## src/rtl/pw_pkg.sv

```systemverilog
package pw_pkg;
  typedef enum logic [3:0] {
    ST_IDLE, ST_RS_CMD, ST_RS_DAT, ST_GAP, ST_WE, ST_PP_CMD,
    ST_PP_ADR, ST_PP_DAT, ST_PL_CMD, ST_PL_DAT, ST_CANCEL
  } pw_state_e;

  localparam logic [7:0] OP_RDSR = 8'h05;
  localparam logic [7:0] OP_WREN = 8'h06;
  localparam logic [7:0] OP_PP   = 8'h02;
endpackage

```

## src/rtl/pw_page_buf.sv

```systemverilog
module pw_page_buf #(
  parameter int DEPTH = 256,
  localparam int PTR_W = $clog2(DEPTH),
  localparam int CNT_W = $clog2(DEPTH + 1)
) (
  input  logic             clk_i,
  input  logic             rst_ni,
  input  logic             push_i,
  input  logic [7:0]       din_i,
  input  logic             clear_i,
  input  logic             rd_load_i,
  input  logic             rd_next_i,
  output logic [7:0]       dout_o,
  output logic [CNT_W-1:0] count_o
);
  logic [7:0]       mem_q [DEPTH];
  logic [PTR_W-1:0] wp_q, rp_q;

  always_ff @(posedge clk_i) if (push_i) mem_q[wp_q] <= din_i;

  always_ff @(posedge clk_i or negedge rst_ni)
    if (!rst_ni) begin
      wp_q <= '0; rp_q <= '0; count_o <= '0;
    end else begin
      if (clear_i) count_o <= '0;
      else if (push_i) begin
        wp_q <= wp_q + 1'b1;
        if (count_o != CNT_W'(DEPTH)) count_o <= count_o + 1'b1;
      end
      // oldest kept byte; a full count truncates to zero so rp = wp
      if (rd_load_i)      rp_q <= wp_q - count_o[PTR_W-1:0];
      else if (rd_next_i) rp_q <= rp_q + 1'b1;
    end

  assign dout_o = mem_q[rp_q];

  a_r2_count_bound: assert property (@(posedge clk_i) disable iff (!rst_ni)
    count_o <= CNT_W'(DEPTH));
  a_r2_full_holds: assert property (@(posedge clk_i) disable iff (!rst_ni)
    (count_o == CNT_W'(DEPTH) && push_i && !clear_i) |=> count_o == CNT_W'(DEPTH));
endmodule

```

## src/rtl/pw_spi_shift.sv

```systemverilog
module pw_spi_shift (
  input  logic       clk_i,
  input  logic       rst_ni,
  input  logic       start_i,
  input  logic [7:0] tx_i,
  input  logic       miso_i,
  output logic       busy_o,
  output logic       done_o,
  output logic [7:0] rx_o,
  output logic       sclk_o,
  output logic       mosi_o
);
  logic       ph_q;
  logic [2:0] bit_q;
  logic [7:0] sh_q;

  always_ff @(posedge clk_i or negedge rst_ni)
    if (!rst_ni) begin
      busy_o <= 1'b0; done_o <= 1'b0; ph_q <= 1'b0;
      bit_q <= '0; sh_q <= '0; rx_o <= '0;
    end else begin
      done_o <= 1'b0;
      if (start_i && !busy_o) begin
        busy_o <= 1'b1; ph_q <= 1'b0; bit_q <= '0; sh_q <= tx_i;
      end else if (busy_o) begin
        if (!ph_q) begin
          ph_q <= 1'b1;
          rx_o <= {rx_o[6:0], miso_i};
        end else begin
          ph_q  <= 1'b0;
          sh_q  <= {sh_q[6:0], 1'b0};
          bit_q <= bit_q + 1'b1;
          if (bit_q == 3'd7) begin
            busy_o <= 1'b0; done_o <= 1'b1;
          end
        end
      end
    end

  assign sclk_o = ph_q;
  assign mosi_o = sh_q[7];

  a_r3_mosi_hold: assert property (@(posedge clk_i) disable iff (!rst_ni)
    sclk_o |-> $stable(mosi_o));
  a_r3_half_rate: assert property (@(posedge clk_i) disable iff (!rst_ni)
    $rose(sclk_o) |=> !sclk_o);
endmodule

```

## src/rtl/spi_page_writer.sv

```systemverilog
module spi_page_writer
  import pw_pkg::*;
#(
  parameter int ADDR_W     = 24,
  parameter int PAGE_BYTES = 256,
  parameter int MEM_W      = 24,
  localparam int ADDR_BYTES = ADDR_W / 8,
  localparam int AB_W       = $clog2(ADDR_BYTES + 1),
  localparam int CNT_W      = $clog2(PAGE_BYTES + 1),
  localparam logic [63:0] MEM_SIZE = 64'd1 << MEM_W
) (
  input  logic              clk_i,
  input  logic              rst_ni,
  input  logic              load_i,
  input  logic [7:0]        data_i,
  input  logic [ADDR_W-1:0] addr_i,
  input  logic              write_i,
  input  logic              wren_i,
  output logic              busy_o,
  output logic              illegal_write_o,
  output logic              spi_sclk_o,
  output logic              spi_cs_no,
  output logic              spi_mosi_o,
  input  logic              spi_miso_i
);
  pw_state_e         state_q, ret_q;
  logic              write_q, wren_q, pend_q, cancel_q;
  logic [ADDR_W-1:0] addr_q;
  logic [AB_W-1:0]   ab_q;
  logic [CNT_W-1:0]  left_q, buf_cnt;
  logic [7:0]        tx_byte, buf_dout, rx_byte;
  logic              xfer, start, sh_busy, sh_done, accept, prot, buf_clear, rd_next;
  logic [ADDR_W-1:0] adr_sh;

  function automatic logic prot_hit(input logic [2:0] bp, input logic [ADDR_W-1:0] a);
    logic [63:0] lo;
    lo = MEM_SIZE - (MEM_SIZE >> (3'd7 - bp));
    return (bp != 3'd0) && ({{(64-ADDR_W){1'b0}}, a} >= lo);
  endfunction

  assign accept    = (state_q == ST_IDLE) && write_q && wren_q;
  assign prot      = prot_hit(rx_byte[4:2], addr_q);
  assign buf_clear = sh_done && (((state_q == ST_PL_DAT) && !rx_byte[0]) ||
                                 ((state_q == ST_RS_DAT) && prot));
  assign rd_next   = sh_done && (state_q == ST_PP_DAT);
  assign xfer      = state_q inside {ST_RS_CMD, ST_RS_DAT, ST_WE, ST_PP_CMD,
                                     ST_PP_ADR, ST_PP_DAT, ST_PL_CMD, ST_PL_DAT};
  assign start     = xfer && !pend_q;
  assign adr_sh    = addr_q >> (8 * (ADDR_BYTES - 1 - int'(ab_q)));

  always_comb
    unique case (state_q)
      ST_RS_CMD, ST_PL_CMD: tx_byte = OP_RDSR;
      ST_WE:                tx_byte = OP_WREN;
      ST_PP_CMD:            tx_byte = OP_PP;
      ST_PP_ADR:            tx_byte = adr_sh[7:0];
      ST_PP_DAT:            tx_byte = buf_dout;
      default:              tx_byte = 8'h00;
    endcase

  always_ff @(posedge clk_i or negedge rst_ni)
    if (!rst_ni) begin
      state_q <= ST_IDLE; ret_q <= ST_IDLE; write_q <= 1'b0; wren_q <= 1'b0;
      addr_q <= '0; pend_q <= 1'b0; ab_q <= '0; left_q <= '0; cancel_q <= 1'b0;
    end else begin
      write_q <= write_i;
      wren_q  <= wren_i;
      if (state_q == ST_IDLE) addr_q <= addr_i;
      if (start) pend_q <= 1'b1;
      else if (sh_done) pend_q <= 1'b0;
      unique case (state_q)
        ST_IDLE: if (accept) begin
          state_q <= ST_RS_CMD; left_q <= buf_cnt;
        end
        ST_RS_CMD: if (sh_done) state_q <= ST_RS_DAT;
        ST_RS_DAT: if (sh_done) begin
          if (prot) begin state_q <= ST_CANCEL; cancel_q <= 1'b1; end
          else begin state_q <= ST_GAP; ret_q <= ST_WE; end
        end
        ST_GAP: state_q <= ret_q;
        ST_WE: if (sh_done) begin state_q <= ST_GAP; ret_q <= ST_PP_CMD; end
        ST_PP_CMD: if (sh_done) begin state_q <= ST_PP_ADR; ab_q <= '0; end
        ST_PP_ADR: if (sh_done) begin
          if (ab_q != AB_W'(ADDR_BYTES - 1)) ab_q <= ab_q + 1'b1;
          else if (left_q == '0) begin state_q <= ST_GAP; ret_q <= ST_PL_CMD; end
          else state_q <= ST_PP_DAT;
        end
        ST_PP_DAT: if (sh_done) begin
          left_q <= left_q - 1'b1;
          if (left_q == CNT_W'(1)) begin state_q <= ST_GAP; ret_q <= ST_PL_CMD; end
        end
        ST_PL_CMD: if (sh_done) state_q <= ST_PL_DAT;
        ST_PL_DAT: if (sh_done && !rx_byte[0]) state_q <= ST_IDLE;
        ST_CANCEL: begin
          cancel_q <= 1'b0;
          if (!cancel_q) state_q <= ST_IDLE;
        end
        default: state_q <= ST_IDLE;
      endcase
    end

  assign busy_o          = (state_q != ST_IDLE) && (state_q != ST_CANCEL);
  assign illegal_write_o = (state_q == ST_CANCEL);
  assign spi_cs_no       = !xfer;

  pw_page_buf #(.DEPTH(PAGE_BYTES)) u_buf (
    .clk_i, .rst_ni,
    .push_i(load_i && (state_q == ST_IDLE)), .din_i(data_i),
    .clear_i(buf_clear), .rd_load_i(accept), .rd_next_i(rd_next),
    .dout_o(buf_dout), .count_o(buf_cnt)
  );

  pw_spi_shift u_shift (
    .clk_i, .rst_ni, .start_i(start), .tx_i(tx_byte), .miso_i(spi_miso_i),
    .busy_o(sh_busy), .done_o(sh_done), .rx_o(rx_byte),
    .sclk_o(spi_sclk_o), .mosi_o(spi_mosi_o)
  );

  a_r6_no_wren_idle: assert property (@(posedge clk_i) disable iff (!rst_ni)
    ((state_q == ST_IDLE) && write_q && !wren_q) |=> !busy_o);
  a_r7_cancel_two: assert property (@(posedge clk_i) disable iff (!rst_ni)
    $rose(illegal_write_o) |=> illegal_write_o ##1 !illegal_write_o);
  a_r7_cancel_quiet: assert property (@(posedge clk_i) disable iff (!rst_ni)
    illegal_write_o |-> (!busy_o && spi_cs_no));
  a_r3_sclk_low_idle: assert property (@(posedge clk_i) disable iff (!rst_ni)
    spi_cs_no |-> !spi_sclk_o);
  a_r3_one_xfer: assert property (@(posedge clk_i) disable iff (!rst_ni)
    sh_busy |-> pend_q);
  a_r5_busy_end: assert property (@(posedge clk_i) disable iff (!rst_ni)
    $fell(busy_o) |-> ($past(state_q) == ST_PL_DAT || $past(state_q) == ST_RS_DAT));
endmodule

```

## config.mk

```make
export PLATFORM = sky130hd
export DESIGN_NAME = spi_page_writer
export DESIGN_NICKNAME = d
export VERILOG_FILES = /design/src/rtl/pw_pkg.sv /design/src/rtl/pw_page_buf.sv /design/src/rtl/pw_spi_shift.sv /design/src/rtl/spi_page_writer.sv
export SDC_FILE = /design/constraint.sdc
export NUM_CORES = 2
export LEC_CHECK = 0
export BUFFER_PORTS_ARGS = -buffer_cell sky130_fd_sc_hd__buf_2
export CAP_MARGIN = 25
export CORE_ASPECT_RATIO = 1.1
export CORE_MARGIN = 2
export CORE_UTILIZATION = 43
export CTS_CLUSTER_SIZE = 8
export DETAILED_ROUTE_END_ITERATION = 7
export PLACE_DENSITY = 0.6
export SLEW_MARGIN = 40
export SYNTH_ARGS = -nofsm -noshare
export SYNTH_HDL_FRONTEND = slang
export SYNTH_SLANG_ARGS = --single-unit
```

## constraint.sdc

```tcl
create_clock -name clk_i -period 2.8 [get_ports clk_i]
set_input_delay 0.56 -clock clk_i [delete_from_list [all_inputs] [get_ports clk_i]]
set_output_delay 0.56 -clock clk_i [all_outputs]
set_load 0.05 [all_outputs]
```

==> flow_summary.json <==
{
  "cts_tree": "done",
  "viasPerCell": 5.95,
  "fillers": 15200,
  "avgSynthCellArea_sq_um": 19.9,
  "worstPathArrival_ps": 3870,
  "ios": 43,
  "cts.sinks": 2138,
  "drt-initial-drc-count": 5513,
  "die-area_sq_mm": 0.202,
  "status": "finished with violations",
  "p_per_area_mw_per_mm2": 986,
  "cp_cell_sequence": "clkinv_1, nand2_1, or2_2, buf_4, nor3_1, buf_4, nor3_1, nor3b_1, nand4_1, a41oi_2",
  "relSlewSlack_pct": 43.4,
  "layout_min_cycle_time_ps": 3010,
  "hpwl_um": 159000,
  "peakVddDrop_mv": 0.755,
  "via_count": 47200,
  "setup_violations": 15,
  "grt_pass1_vias": 47400,
  "die_w_um": 429,
  "p_int_w": 0.0719,
  "yosysMostFrequentCell": "edfxtp_1",
  "cap_violations": 0,
  "wl_per_cell_um": 31.1,
  "p_clk_share_pct": 32.1,
  "die_h_um": 471,
  "startpoint_type": "register",
  "synth-edff-count": 2048,
  "first_pass_iters": 6,
  "period_share_pct": 108,
  "yosys_warnings": 0,
  "ant_nets": 0,
  "dpl_worst_slack_ps": -586,
  "ys_seq_area_share_pct": 74.7,
  "skew_ps": 67.8,
  "required_ps": 3660,
  "cp_slowest_cell": "clkinv_1",
  "insertion_delay_ps": 940,
  "power_leakage_nw": 35.6,
  "synth.distinct_cells": 73,
  "syn-cell-area_sq_mm": 0.0853,
  "violations": "negative setup slack",
  "cts-buffers-inserted": 317,
  "fin_util_pct": 53.1,
  "cp_max_fo": 10,
  "grt_usage_pct": 24.2,
  "synthFlopType": "edfxtp_1",
  "route.detailed.drc": 0,
  "hold_violations": 0,
  "seq_power_share_pct": 35.2,
  "hold_path.class": "in -> reg",
  "core_area_sq_mm": 0.197,
  "port_buffers": 42,
  "tightest_slew_ps": 846,
  "ys_top_cells_by_area": "edfxtp_1 72%, mux4_2 12%, dfrtp_1 2.6%",
  "gp_congestion": 0.943,
  "finalWirelength_um": 247000,
  "path_delay_family": "simple AND/OR/NAND/NOR gates",
  "clockRootBuffer": "clkbuf_16",
  "holdWs_ps": 171,
  "grt_pass1_wl_um": 350000,
  "clk_pin_slew_ps": 50,
  "synthCells": 4288,
  "fp-row-count": 171,
  "h-tree-depth": 5,
  "pwr-share-comb_pct": 32.7,
  "fmax_ghz": 0.332,
  "ys_ff_latch": 2138,
  "slowest_delay_ps": 540,
  "nets": 5342,
  "path_buf_inv": 3,
  "critPathCaptureType": "register",
  "antenna_found_initial": 2,
  "ys_async_sr_fraction_pct": 4.21,
  "crit_type": "reg -> reg",
  "p_switching_w": 0.0314,
  "p_sw_share_pct": 30.4,
  "cts_buffer_depth": 4,
  "synth_common_cells": "2,048 x edfxtp_1, 466 x mux4_2, 370 x nor2_1, 151 x mux2i_1, 151 x nand2_1",
  "synth_top_area_share_pct": 72.1,
  "syn_to_final_growth_pct": 22.9,
  "synth_nets": 4356,
  "grt.overflow.total": 0,
  "rsz0062_at_grt": "yes",
  "start_util_pct": 43.2,
  "yosysTopAreaCell": "edfxtp_1",
  "drv_slew": 0,
  "grt_max_degree": 97,
  "fin_ws_ps": -214,
  "drive_above_1_share_pct": 35.2
}
==> cell families after synthesis <==
group	Yosys count	share of synthesized area, %
xor gates and xnor gates	29	0.298
adders and majority gates	30	0.449
and+or+nand+nor	732	3.76
buffers and inverters	275	2.08
DFF	2138	74.7
muxes	687	15.6
AOI/OAI and AO/OA	397	3.12
==> power groups by stage <==
stage                     sequential (W)  clock (W)  combinational, W
after floorplan                   0.0367          0            0.0177
after global placement            0.0369          0            0.0304
after detailed placement          0.0370          0            0.0305
after CTS                         0.0364     0.0337            0.0331
after global routing              0.0364     0.0350            0.0351
final                             0.0364     0.0332            0.0338
==> metrics by stage <==
step                      std cells  total power [W]  setup TNS [ps]  instance area (sq um)
final                          7930            0.103           -1500                 105000
after global routing           7930            0.107           -3200                 105000
after CTS                      7916            0.103           -1300                 104000
after detailed placement       7457           0.0675           -3690                  94300
after global placement         7457           0.0673           -3770                  94300
after floorplan                4288           0.0544           -4800                  85400
==> worst register-to-register path, delay by kind of cell (launching register included) <==
kind                   cells  cell delay (ps)
and+or+nand+nor            6             1280
buffers and inverters      3              900
AOI/OAI and AO/OA          1              240
DFF                        1              500
==> layer usage <==
| layer | part of all wire, % | GRT usage, % | vias up |
|---|---|---|---|
| met2 | 48 | 38.5 | 2333 |
| met5 | 0 | 0 | - |
| met4 | 4.4 | 10.4 | 0 |
| met3 | 8.4 | 4.36 | 458 |
| li1 | - | - | 19500 |
| met1 | 39 | 33.1 | 24900 |
==> cells in the final DEF, fill, tap and decap left out, types with 10 or more instances in the layout <==
cell type,netlist,final
edfxtp_1,2048,2048
buf_4,37,700
mux4_2,466,469
nor2_1,370,342
clkbuf_16,0,326
nand2_1,151,150
mux2i_1,151,144
buf_12,5,96
dfrtp_1,90,84
a21oi_1,70,64
o21ai_0,74,61
nand3_1,62,53
clkbuf_1,97,49
a22oi_1,43,39
mux2_2,38,38
o22ai_1,48,38
buf_6,24,32
buf_2,53,30
mux4_1,32,29
dlygate4sd3_1,0,28
ha_1,29,27
o221ai_1,34,25
nor2_2,0,23
nor3_1,29,23
xnor2_1,23,22
nor2b_1,22,21
inv_1,20,18
nand4_1,18,18
nand2b_1,18,16
a31oi_1,19,14
a211oi_1,16,11
and2_1,11,10
buf_8,24,10
==> layout make-up <==
cell class	count	area [sq um]	area share (%)
multi-input combinational	1876	20700	19.7
tap	2595	3250	3.10
inverter	22	88.8	0.0848
clock buffer	373	8290	7.91
timing repair buffer	919	8660	8.26
clock inverter	6	81.3	0.0776
sequential	2138	63800	60.8
antenna	1	2.50	0.00239
==> timing repair <==
action | CTS | global route
endpoints found under the hold margin | 89 | 0
pin swaps | 54 | 41
setup buffers | 48 | 16
gates cloned | 9 | 2
hold buffers | 28 | 0
gates resized for setup | 162 | 87
endpoints found under the setup margin | 21 | 378
==> flip-flops by register name, summed over array words and instances (netlist names), 2 cells and up <==
register	cells
u_buf.mem_q	2048
addr_q	24
left_q	9
u_buf.count_o	9
u_buf.rp_q	8
u_buf.wp_q	8
u_shift.sh_q	8
u_shift.rx_o	5
state_q	4
ret_q	3
u_shift.bit_q	3
ab_q	2
==> path summary, 6_finish.rpt <==
path                               start                   to  slack, ps  cells past startpoint
setup / recovery           u_buf.rp_q[3]      u_shift.sh_q[6]       -210                     10
hold / removal                 data_i[1]  u_buf.mem_q[211][1]        170                      1
setup reg to reg           u_buf.rp_q[3]      u_shift.sh_q[6]       -210                     10
hold reg to reg                 ret_q[0]             ret_q[0]        490                      1
max in group asynchronous         rst_ni           addr_q[22]       1840                      3
min in group asynchronous         rst_ni        u_buf.wp_q[3]        190                      2
No activity file was read; power rests on OpenSTA's default activity.
